--- config.mk ---
export PLATFORM = sky130hd
export DESIGN_NAME = txring_engine
export DESIGN_NICKNAME = d
export VERILOG_FILES = /design/src/rtl/txring_pkg.sv /design/src/rtl/txr_gate.sv /design/src/rtl/txr_bytes.sv /design/src/rtl/txr_seq.sv /design/src/rtl/txring_engine.sv
export SDC_FILE = /design/constraint.sdc
export NUM_CORES = 1
export LEC_CHECK = 0
export ABC_AREA = 1
export BUFFER_PORTS_ARGS = -buffer_cell sky130_fd_sc_hd__buf_2
export CORE_MARGIN = 1
export CORE_UTILIZATION = 35
export CTS_CLUSTER_DIAMETER = 200
export CTS_CLUSTER_SIZE = 16
export DETAILED_ROUTE_END_ITERATION = 7
export PLACE_DENSITY = 0.56
export SLEW_MARGIN = 20
export SYNTH_ARGS = -nofsm -noshare
export SYNTH_HDL_FRONTEND = slang
export SYNTH_SLANG_ARGS = --single-unit
--- constraint.sdc ---
create_clock -name clk -period 4.2 [get_ports clk]
set_input_delay 1.05 -clock clk [delete_from_list [all_inputs] [get_ports clk]]
set_output_delay 1.05 -clock clk [all_outputs]
set_load 0.05 [all_outputs]
--- src/rtl/txring_pkg.sv ---
package txring_pkg;
  localparam int OWN_BIT  = 31;
  localparam int PAD_BIT  = 0;
  localparam int IEN_BIT  = 2;
  localparam int DONE_BIT = 16;
  localparam int COPY_BIT = 17;
  localparam int DESC_WORDS = 4;

  typedef enum logic [3:0] {
    S_IDLE, S_DREQ, S_DWAIT, S_FRAME, S_BREQ, S_BWAIT, S_SEND, S_WREQ, S_WWAIT
  } seq_state_t;
endpackage

--- src/rtl/txr_gate.sv ---
module txr_gate (
  input  logic clk,
  input  logic rst_n,
  input  logic tx_en,
  input  logic kick,
  input  logic stop_req,
  output logic active,
  output logic halted,
  output logic load_ptr
);
  logic en_q;
  logic en_fall;

  assign load_ptr = tx_en & ~en_q;
  assign en_fall  = ~tx_en & en_q;

  always_ff @(posedge clk or negedge rst_n) begin
    if (!rst_n) begin
      en_q   <= 1'b0;
      active <= 1'b0;
      halted <= 1'b0;
    end else begin
      en_q <= tx_en;
      if (en_fall || stop_req) active <= 1'b0;
      else if (kick && tx_en) active <= 1'b1;
      if (en_fall) halted <= 1'b1;
      else if (load_ptr) halted <= 1'b0;
    end
  end
endmodule

--- src/rtl/txr_bytes.sv ---
module txr_bytes #(
  parameter int LW = 16
) (
  input  logic          clk,
  input  logic          rst_n,
  input  logic          load,
  input  logic [31:0]   load_word,
  input  logic          send,
  input  logic [LW-1:0] byte_cnt,
  input  logic [LW-1:0] len,
  input  logic [LW-1:0] eff_len,
  output logic [7:0]    tx_data,
  output logic          tx_valid,
  output logic          tx_last
);
  logic [31:0] word_q;
  logic        in_data;

  always_ff @(posedge clk or negedge rst_n) begin
    if (!rst_n) word_q <= '0;
    else if (load) word_q <= load_word;
  end

  // bytes past the programmed length are padding and always zero
  assign in_data  = byte_cnt < len;
  assign tx_data  = in_data ? word_q[{byte_cnt[1:0], 3'b000} +: 8] : 8'h00;
  assign tx_valid = send;
  assign tx_last  = send && (byte_cnt == eff_len - LW'(1));
endmodule

--- src/rtl/txr_seq.sv ---
module txr_seq
  import txring_pkg::*;
#(
  parameter int AW     = 32,
  parameter int LW     = 16,
  parameter int MINLEN = 60
) (
  input  logic          clk,
  input  logic          rst_n,
  input  logic          active,
  input  logic          load_ptr,
  input  logic [AW-1:0] list_base,
  input  logic          irq_summary,
  output logic          mem_req_valid,
  input  logic          mem_req_ready,
  output logic          mem_req_we,
  output logic [AW-1:0] mem_req_addr,
  output logic [31:0]   mem_req_wdata,
  input  logic          mem_rsp_valid,
  input  logic [31:0]   mem_rsp_rdata,
  input  logic          mem_rsp_err,
  input  logic          tx_ready,
  output logic          send,
  output logic [LW-1:0] byte_cnt,
  output logic [LW-1:0] d_len,
  output logic [LW-1:0] eff_len,
  output logic          load,
  output logic [31:0]   load_word,
  output logic          stop_req,
  output logic          idle,
  output logic          ev_done,
  output logic          ev_unavail,
  output logic          ev_buserr,
  output logic [AW-1:0] cur_desc,
  output logic [AW-1:0] cur_buf
);
  localparam logic [LW-1:0] MIN_L = LW'(MINLEN);
  localparam int IW = $clog2(DESC_WORDS);

  seq_state_t    state;
  logic [IW-1:0] idx;
  logic [31:0]   d_flags;
  logic [AW-1:0] d_buf;
  logic [AW-1:0] d_next;
  logic          poison;
  logic          wsel;
  logic          copy_q;
  logic [LW:0]   cnt_nxt;
  logic          last_hit;
  logic          need_read;
  logic          rsp_owned;
  logic [31:0]   wb_status;

  assign eff_len   = (d_flags[PAD_BIT] && d_len < MIN_L) ? MIN_L : d_len;
  assign cnt_nxt   = {1'b0, byte_cnt} + 1'b1;
  assign last_hit  = cnt_nxt == {1'b0, eff_len};
  assign need_read = (byte_cnt < d_len) && !poison;
  assign rsp_owned = mem_rsp_rdata[OWN_BIT];
  assign idle      = state == S_IDLE;
  assign send      = state == S_SEND;

  // combinational so that the gate drops 'active' on the same edge the sequencer idles
  assign stop_req = (state == S_DWAIT) && mem_rsp_valid &&
                    (mem_rsp_err || (idx == '0 && !rsp_owned));

  assign load      = (state == S_FRAME && !need_read) || (state == S_BWAIT && mem_rsp_valid);
  assign load_word = (state == S_BWAIT && !mem_rsp_err) ? mem_rsp_rdata : 32'h0;

  always_comb begin
    wb_status = 32'(d_len);
    wb_status[DONE_BIT] = ~poison;
    wb_status[COPY_BIT] = copy_q & ~poison;
  end

  assign mem_req_valid = (state == S_DREQ) || (state == S_BREQ) || (state == S_WREQ);
  assign mem_req_we    = state == S_WREQ;
  assign mem_req_wdata = wsel ? wb_status : (d_flags & ~(32'h1 << OWN_BIT));

  always_comb begin
    case (state)
      S_DREQ:  mem_req_addr = cur_desc + AW'(idx);
      S_BREQ:  mem_req_addr = d_buf + AW'(byte_cnt[LW-1:2]);
      S_WREQ:  mem_req_addr = cur_desc + (wsel ? AW'(2) : AW'(0));
      default: mem_req_addr = '0;
    endcase
  end

  always_ff @(posedge clk or negedge rst_n) begin
    if (!rst_n) begin
      state      <= S_IDLE;
      idx        <= '0;
      d_flags    <= '0;
      d_buf      <= '0;
      d_len      <= '0;
      d_next     <= '0;
      byte_cnt   <= '0;
      poison     <= 1'b0;
      wsel       <= 1'b0;
      copy_q     <= 1'b0;
      ev_done    <= 1'b0;
      ev_unavail <= 1'b0;
      ev_buserr  <= 1'b0;
      cur_desc   <= '0;
      cur_buf    <= '0;
    end else begin
      ev_done    <= 1'b0;
      ev_unavail <= 1'b0;
      ev_buserr  <= 1'b0;
      case (state)
        S_IDLE: begin
          if (active) begin
            idx   <= '0;
            state <= S_DREQ;
          end
        end
        S_DREQ: if (mem_req_ready) state <= S_DWAIT;
        S_DWAIT: begin
          if (mem_rsp_valid) begin
            if (mem_rsp_err) begin
              ev_buserr <= 1'b1;
              state     <= S_IDLE;
            end else if (idx == '0 && !rsp_owned) begin
              ev_unavail <= 1'b1;
              state      <= S_IDLE;
            end else begin
              case (idx)
                IW'(0): d_flags <= mem_rsp_rdata;
                IW'(1): begin
                  d_buf   <= mem_rsp_rdata[AW-1:0];
                  cur_buf <= mem_rsp_rdata[AW-1:0];
                end
                IW'(2): d_len <= mem_rsp_rdata[LW-1:0];
                default: d_next <= mem_rsp_rdata[AW-1:0];
              endcase
              if (idx == IW'(DESC_WORDS - 1)) begin
                byte_cnt <= '0;
                poison   <= 1'b0;
                wsel     <= 1'b0;
                if (eff_len == '0) begin
                  ev_done <= d_flags[IEN_BIT];
                  state   <= S_WREQ;
                end else begin
                  state <= S_FRAME;
                end
              end else begin
                idx   <= idx + 1'b1;
                state <= S_DREQ;
              end
            end
          end
        end
        S_FRAME: state <= need_read ? S_BREQ : S_SEND;
        S_BREQ:  if (mem_req_ready) state <= S_BWAIT;
        S_BWAIT: begin
          if (mem_rsp_valid) begin
            if (mem_rsp_err) begin
              poison    <= 1'b1;
              ev_buserr <= 1'b1;
            end
            state <= S_SEND;
          end
        end
        S_SEND: begin
          if (tx_ready) begin
            byte_cnt <= cnt_nxt[LW-1:0];
            if (last_hit) begin
              ev_done <= d_flags[IEN_BIT] & ~poison;
              wsel    <= 1'b0;
              state   <= S_WREQ;
            end else if (byte_cnt[1:0] == 2'b11) begin
              state <= S_FRAME;
            end
          end
        end
        S_WREQ: if (mem_req_ready) state <= S_WWAIT;
        S_WWAIT: begin
          if (mem_rsp_valid) begin
            if (mem_rsp_err) ev_buserr <= 1'b1;
            if (!wsel) begin
              wsel   <= 1'b1;
              copy_q <= irq_summary;
              state  <= S_WREQ;
            end else begin
              cur_desc <= d_next;
              state    <= S_IDLE;
            end
          end
        end
        default: state <= S_IDLE;
      endcase
      if (load_ptr) cur_desc <= list_base;
    end
  end
endmodule

--- src/rtl/txring_engine.sv ---
module txring_engine #(
  parameter int AW     = 32,
  parameter int LW     = 16,
  parameter int MINLEN = 60
) (
  input  logic          clk,
  input  logic          rst_n,
  input  logic          tx_en,
  input  logic          tx_kick,
  input  logic [AW-1:0] list_base,
  input  logic          irq_summary,
  output logic          mem_req_valid,
  input  logic          mem_req_ready,
  output logic          mem_req_we,
  output logic [AW-1:0] mem_req_addr,
  output logic [31:0]   mem_req_wdata,
  input  logic          mem_rsp_valid,
  input  logic [31:0]   mem_rsp_rdata,
  input  logic          mem_rsp_err,
  output logic [7:0]    tx_data,
  output logic          tx_valid,
  input  logic          tx_ready,
  output logic          tx_last,
  output logic          ev_done,
  output logic          ev_unavail,
  output logic          ev_buserr,
  output logic          tx_halted,
  output logic          busy,
  output logic [AW-1:0] cur_desc,
  output logic [AW-1:0] cur_buf
);
  logic          active;
  logic          load_ptr;
  logic          stop_req;
  logic          idle;
  logic          send;
  logic          load;
  logic [31:0]   load_word;
  logic [LW-1:0] byte_cnt;
  logic [LW-1:0] d_len;
  logic [LW-1:0] eff_len;

  txr_gate u_gate (
    .clk(clk), .rst_n(rst_n), .tx_en(tx_en), .kick(tx_kick), .stop_req(stop_req),
    .active(active), .halted(tx_halted), .load_ptr(load_ptr)
  );

  txr_seq #(.AW(AW), .LW(LW), .MINLEN(MINLEN)) u_seq (
    .clk(clk), .rst_n(rst_n), .active(active), .load_ptr(load_ptr),
    .list_base(list_base), .irq_summary(irq_summary),
    .mem_req_valid(mem_req_valid), .mem_req_ready(mem_req_ready),
    .mem_req_we(mem_req_we), .mem_req_addr(mem_req_addr), .mem_req_wdata(mem_req_wdata),
    .mem_rsp_valid(mem_rsp_valid), .mem_rsp_rdata(mem_rsp_rdata), .mem_rsp_err(mem_rsp_err),
    .tx_ready(tx_ready), .send(send), .byte_cnt(byte_cnt), .d_len(d_len), .eff_len(eff_len),
    .load(load), .load_word(load_word), .stop_req(stop_req), .idle(idle),
    .ev_done(ev_done), .ev_unavail(ev_unavail), .ev_buserr(ev_buserr),
    .cur_desc(cur_desc), .cur_buf(cur_buf)
  );

  txr_bytes #(.LW(LW)) u_bytes (
    .clk(clk), .rst_n(rst_n), .load(load), .load_word(load_word), .send(send),
    .byte_cnt(byte_cnt), .len(d_len), .eff_len(eff_len),
    .tx_data(tx_data), .tx_valid(tx_valid), .tx_last(tx_last)
  );

  assign busy = active | ~idle;
endmodule

==> results of run 1 <==
-- worst reg2reg max path, stage by stage, from the launching register on --
cell and delay (ns):
dfrtp_1 0.69, ha_1 0.38, nand2_1 0.12, nor2_2 0.31, nand4_1 0.28, nand2_2 0.20, nand2_1 0.06, nand2_1 0.06
nand3_1 0.07, nor2_1 0.13, and2_1 0.14, nand4_1 0.09, a21oi_1 0.26
-- worst max-delay path by stage --
stage | startpoint | to | slack [ns] | cells after the start
detailed placement | u_seq.state[3]$_DFFE_PN0P_ | mem_req_addr[28] | 0.04 | 19
floorplan | u_seq.state[3]$_DFFE_PN0P_ | mem_req_addr[28] | -0.11 | 18
finish | u_seq.state[2]$_DFFE_PN0P_ | mem_req_addr[26] | -0.18 | 19
global route | u_seq.state[2]$_DFFE_PN0P_ | mem_req_addr[28] | -0.34 | 20
global placement | u_seq.state[3]$_DFFE_PN0P_ | mem_req_addr[28] | 0.04 | 19
CTS | u_seq.state[2]$_DFFE_PN0P_ | mem_req_addr[28] | -0.16 | 20
-- metal layers --
layer / vias to the layer above / wire length (µm) / GRT usage
met4: 0 / 959 / 0.0540
met3: 55 / 2810 / 0.0320
met1: 6303 / 23400 / 0.371
li1: 6536 / - / -
met2: 454 / 21700 / 0.398
met5: - / 0 / 0
-- state kept, by name (all words and copies together), names as in the netlist, 2 cells and up --
signal / cells
u_seq.state: 4
u_seq.idx: 2
u_seq.d_len: 16
u_seq.byte_cnt: 16
u_seq.cur_buf: 32
u_seq.d_flags: 31
u_seq.d_next: 32
u_bytes.word_q: 32
u_seq.cur_desc: 32
-- power groups by stage --
| stage | logic, mW | registers (mW) | clock network (mW) |
|---|---|---|---|
| detailed placement | 8.12 | 3.21 | 0 |
| floorplan | 5.46 | 3.62 | 0 |
| global route | 9.20 | 3.28 | 1.58 |
| finish | 8.49 | 3.20 | 1.48 |
| CTS | 8.29 | 3.18 | 1.52 |
| global placement | 8.09 | 3.20 | 0 |
-- cell type report --
class | instances | area (µm²) | area share
Multi-Input combinational cell | 1357 | 7160 | 0.446
Sequential cell | 206 | 5150 | 0.321
Timing Repair Buffer | 293 | 1860 | 0.116
Inverter | 225 | 847 | 0.0527
Tap cell | 468 | 586 | 0.0365
Clock buffer | 18 | 439 | 0.0273
Antenna cell | 3 | 7.51 | 0.000467
-- cells in the mapped netlist, types with 15 or more instances --
master and count:
a21oi_1 96, a31oi_1 35, buf_2 17, clkbuf_1 44
dfrtp_1 206, ha_1 41, inv_1 219, nand2_1 499
nand3_1 103, nand4_1 22, nor2_1 189, nor2_2 16
nor3_1 15, o21ai_0 203, o22ai_1 20, xor2_1 19
-- per-stage QoR --
stage / cell area, µm² / setup WS, ns / hold WS (ns)
final: 16100 / -0.183 / 0.488
after global routing: 16100 / -0.339 / 0.509
after CTS: 15800 / -0.157 / 0.491
after detailed placement: 15000 / 0.0357 / 0.473
after global placement: 15000 / 0.0395 / 0.463
after floorplan: 13200 / -0.112 / 0.453
-- timing repair --
| action | CTS | global route |
|---|---|---|
| endpoints found under the setup margin | 23 | 30 |
| gates resized for setup | 74 | 59 |
| pin swaps | 19 | 28 |
| setup buffers | 15 | 10 |
-- cell families after synthesis --
kind of cell / count (synthesis) / share of synthesized area
xor+xnor: 28 / 0.0187
buf+inv: 295 / 0.0898
fa+ha+maj: 43 / 0.0422
other cells: 1 / 0.000286
flops: 206 / 0.393
simple gates: 890 / 0.290
compound gates: 395 / 0.166
==> metrics.cfg, run 1 <==
[setup_path]
crit_fanout = 3
crit_path_start_kind = flop
crit_type = reg -> out
cp-end-kind = primary output
cp_common_cell = inv_2
cpMaxStageDelayCell = dfrtp_1
worstPathCellList = inv_2 > nor2_4 > inv_2 > nor2_4 > inv_2 > o21ai_2 > inv_1 > fa_2 > nor2_2 > nand2_1 > inv_2 > nand4_1 > nor2_2 > nand3_2 > inv_2 > nand2_2 > xor2_2 > o21ai_4 > buf_6
arrival_ns = 3.33
crit_buf_inv = 7
r2r-start = u_seq.byte_cnt[0]$_DFFE_PN0P_
path_delay_family = simple AND/OR/NAND/NOR gates
critPathRequiredTime_ns = 3.15
max_stage_delay_ns = 0.37
reg2reg_slack_ns = 1.31
r2r_cells = 12
r2r-end = u_seq.ev_done$_DFF_PN0_

[route]
drc = 0
drtIter0Drc = 879
vias = 13348
dr.pass1.iters = 7
drtAntennaViolNets = 0
via_per_inst = 5.19
wl_per_cell_um = 19.0
wl_um = 48900

[yosys]
synth_top_cell_by_area = dfrtp_1
synthArstFlopShare = 1.00
netlist.area_leader.share = 0.393
avgSynthCellArea_um2 = 7.06
synth-edff-count = 0
synth_seq_cells = 206
synth_cell_types = 53
synth_area_leaders = dfrtp_1 39%, nand2_1 14%, o21ai_0 7.7%
syn_nets = 1974
yosys_warnings = 0
syn_inst = 1858
synth_flop_cell = dfrtp_1
mappedNetlistArea_um2 = 13100
ys_seq_area_frac = 0.393

[floorplanning]
die_w_um = 196
pin_count = 218
fp.dieH_um = 196
dieArea_um2 = 38200
rows = 70
start_util = 0.357
coreArea_um2 = 36700

[outcome]
violations = setup timing
status = complete, but fails checks

[power]
comb_power_share = 0.645
p_int_mw = 5.72
seqPwrFrac = 0.243
ir_worst_vdd_mv = 0.892
switching_power_mw = 7.44
clkPwrFrac = 0.112
power_mw = 13.2
switching_share = 0.565
power.density_nw_per_um2 = 820
leakagePower_nw = 7.72

[grt]
grt_max_degree = 96
grt_usage = 0.254
grt_pass1_wl_um = 74800
grt_pass1_vias = 12538
grt_overflow = 0
antenna_found_initial = 3

[sta]
setup_viol = 12
layout_setup_ws_ns = -0.183
hold_viol_final = 0
tightestPinTransition_ns = 0.858
period_share = 1.04
max_slew_margin = 0.428
tns_ns = -0.828
grt_setup_unrepaired = yes
drv_slew = 0
post-route-min-period_ns = 4.38
max_freq_mhz = 228
skew_ns = 0.0184

[cts]
cts_root_buf = clkbuf_16
cts_made_buffers = 16
path_clk_slew_ns = 0.08
clock_sinks = 206
clock_latency_ns = 0.50
cts_tree = built
cts_buffer_depth = 3
cts_hold_buf = 0
htreeDepth = 1

[placement]
place_inst = 2525
gp_congestion = 0.924
hpwl_um = 37900
port_buffers = 216

[finish]
layout_commonest_cell = nand2_1
drive_above_1_share = 0.209
layout-area-overhead-vs-synth_pct = 22.5
nNetsFinal = 2215
fin_cells = 2570
finish.utilization = 0.438
final_cell_mix = 488 x nand2_1, 215 x inv_1, 206 x dfrtp_1, 189 x o21ai_0, 189 x buf_2
num-fill-cells = 3852

[min_path]
min_from = u_seq.d_next[3]$_DFFE_PN0P_
hp-class = reg -> reg
holdPathStages = 2
hold_end = u_seq.d_next[3]$_DFFE_PN0P_

[flow_run]
max_cap_violations = 0

Power figures use the tool's default switching activity.
==> run 2, diff against run 1 <==
==> constraint.sdc (replaced) <==
create_clock -name clk -period 5.35 [get_ports clk]
set_input_delay 1.3375 -clock clk [delete_from_list [all_inputs] [get_ports clk]]
set_output_delay 1.3375 -clock clk [all_outputs]
set_load 0.05 [all_outputs]
==> run 2 against run 1 <==
Against the previous run:
- the flow now finishes without violations
- sequential cell count unchanged
- count of clock-buffer cells in the layout did not move
- total power fell by 25%
- clock power down 22%
- clock skew is 0.0063 ns higher
- design area down 5.6%
- largest power group unchanged
- combinational power shrank 28%
- via count shrank 1.7%
- final cell count shrank 2.1%
- non-clock buffer count decreased by 56
- first-iteration DRC count increased by 12%
- critical endpoint is now mem_req_addr[28]
==> metrics.cfg, run 2 (synthesis results as in run 1) <==
[route]
met3WireLength_um = 3230  ; +15%
drtAntennaViolNets = 0  ; unchanged
drtIter0Drc = 983  ; +12%
drc = 0  ; unchanged
dr.pass1.iters = 7  ; unchanged
wl_met1_um = 22400  ; -4.4%
wl_um = 47100  ; -3.7%
via_per_inst = 5.22  ; +0.41%
wl_per_cell_um = 18.7  ; -1.6%
met2_length_um = 20300  ; -6.6%
vias = 13116  ; -1.7%
top_layer = met4

[power]
switching_power_mw = 5.68  ; -24%
p_int_mw = 4.20  ; -27%
switching_share = 0.575  ; +0.00922
ir_worst_vdd_mv = 0.743  ; -17%
clkPwrFrac = 0.117  ; +0.005
comb_power_share = 0.621  ; -0.024
leakagePower_nw = 7.32  ; -5.2%
power.density_nw_per_um2 = 652  ; -20%
seqPwrFrac = 0.262  ; +0.019

[cts]
cts_hold_buf = 0  ; unchanged
path_clk_slew_ns = 0.07  ; about the same
cts_made_buffers = 16  ; unchanged
clock_sinks = 206  ; unchanged
cts_tree = built
cts_buffer_depth = 3  ; unchanged
clock_latency_ns = 0.50  ; about the same
htreeDepth = 1  ; unchanged
cts_root_buf = clkbuf_16

[setup_path]
critPathRequiredTime_ns = 4.01  ; +0.86 ns
cpMaxStageDelayCell = fa_1
crit_path_start_kind = flop
cp-end-kind = primary output
arrival_ns = 3.70  ; +0.37 ns
crit_buf_inv = 5  ; -2
max_stage_delay_ns = 0.44  ; +0.07 ns
worstPathCellList = nor2_2 > inv_2 > nor2_4 > inv_1 > o21ai_4 > inv_1 > fa_1 > nor2_2 > nand2_1 > inv_2 > nand3_1 > nor2_2 > nand2_1 > nor2_1 > nand3_2 > nor2_1 > nor2_1 > o31ai_2 > buf_4
crit_type = reg -> out
crit_fanout = 4  ; +1
path_delay_family = simple AND/OR/NAND/NOR gates

[grt]
grt_usage = 0.246  ; -0.00790
antenna_found_initial = 3  ; unchanged
grt_pass1_vias = 12229  ; -2.5%
grt_max_degree = 97  ; +1.0%
grt_pass1_wl_um = 72200  ; -3.4%
grt_overflow = 0  ; unchanged

[floorplanning]
pin_count = 218  ; unchanged
rows = 70  ; unchanged
start_util = 0.357  ; unchanged
coreArea_um2 = 36700  ; unchanged
die_w_um = 196  ; unchanged
dieArea_um2 = 38200  ; unchanged
fp.dieH_um = 196  ; unchanged

[finish]
fin_area_um2 = 15200  ; -5.6%
final_cell_mix = 499 x nand2_1, 218 x inv_1, 213 x buf_2, 206 x dfrtp_1, 199 x o21ai_0
layout-area-overhead-vs-synth_pct = 15.6
drive_above_1_share = 0.159  ; -0.0501
nNetsFinal = 2159  ; -2.5%
layout_commonest_cell = nand2_1
finish.utilization = 0.413  ; -0.0247

[sta]
drv_slew = 0  ; unchanged
layout_setup_ws_ns = 0.311  ; +0.494 ns
tightestPinTransition_ns = 0.985  ; +0.127 ns
tns_ns = 0  ; +0.828 ns
max_freq_mhz = 198
skew_ns = 0.0247  ; +0.00630 ns
max_slew_margin = 0.342  ; -0.0864
setup_viol = 0  ; -12
grt_setup_unrepaired = no
hold_viol_final = 0  ; unchanged
post-route-min-period_ns = 5.04
period_share = 0.942

[placement]
gp_congestion = 0.948  ; +2.6%
port_buffers = 216  ; unchanged
placed_area_um2 = 14600  ; -2.5%
place_ws_ns = 0.260  ; +0.225 ns
hpwl_um = 36200  ; -4.5%

[min_path]
hp-class = reg -> reg

[outcome]
status = finished, final reports clean

[flow_run]
max_cap_violations = 0  ; unchanged

## run 2: final timing paths
check                                         startpoint                              to  slack [ns]  depth (start not counted)
max                           u_seq.state[3]$_DFFE_PN0P_                mem_req_addr[28]        0.31                         19
min                            u_gate.halted$_DFFE_PN0P_       u_gate.halted$_DFFE_PN0P_        0.48                          2
max reg2reg                u_seq.byte_cnt[1]$_DFFE_PN0P_      u_seq.state[1]$_DFFE_PN0P_        2.19                         14
min reg2reg                    u_gate.halted$_DFFE_PN0P_       u_gate.halted$_DFFE_PN0P_        0.48                          2
max in group asynchronous                          rst_n  u_bytes.word_q[10]$_DFFE_PN0P_        3.34                          2
min in group asynchronous                          rst_n   u_seq.cur_desc[3]$_DFFE_PN0P_        0.93                          1
## run 2: final cells by class
cell class	instances	area, µm²
fill	3873	21500
multi-input combinational	1357	6840
sequential	206	5150
timing repair buffer	237	1280
inverter	225	845
tap	468	586
clock buffer	18	439
antenna	4	10.0
## run 2: tightest hold or removal path, stage by stage, from the launching register on
cell and delay (ns):
dfrtp_1 0.34, nand2_1 0.04, o21ai_0 0.06
## run 2: repair_timing
item / in CTS / in global routing
gates resized for setup: 3 / 7
buffers inserted: 0 / 2
endpoints found under the setup margin: 5 / 10
pin swaps: 0 / 2
## run 2: stage by stage
stage / instances / power [mW] / hold slack (ns)
global route: 2511 / 10.6 / 0.507
global placement: 2490 / 8.67 / 0.467
floorplan: 1858 / 7.09 / 0.453
CTS: 2508 / 9.90 / 0.484
finish: 2515 / 9.88 / 0.483
detailed placement: 2490 / 8.71 / 0.468
## run 2: per-layer routing
layer | vias up | track usage
met2 | 463 | 0.378
li1 | 6420 | -
met1 | 6171 | 0.361
met5 | - | 0
met3 | 62 | 0.0306
met4 | 0 | 0.0659
## run 2: power groups by stage
stage	logic (mW)	registers, mW	clock network (mW)
floorplan	4.24	2.84	0
global placement	6.07	2.60	0
detailed placement	6.09	2.61	0
CTS	6.12	2.58	1.19
global route	6.70	2.67	1.23
finish	6.14	2.59	1.15
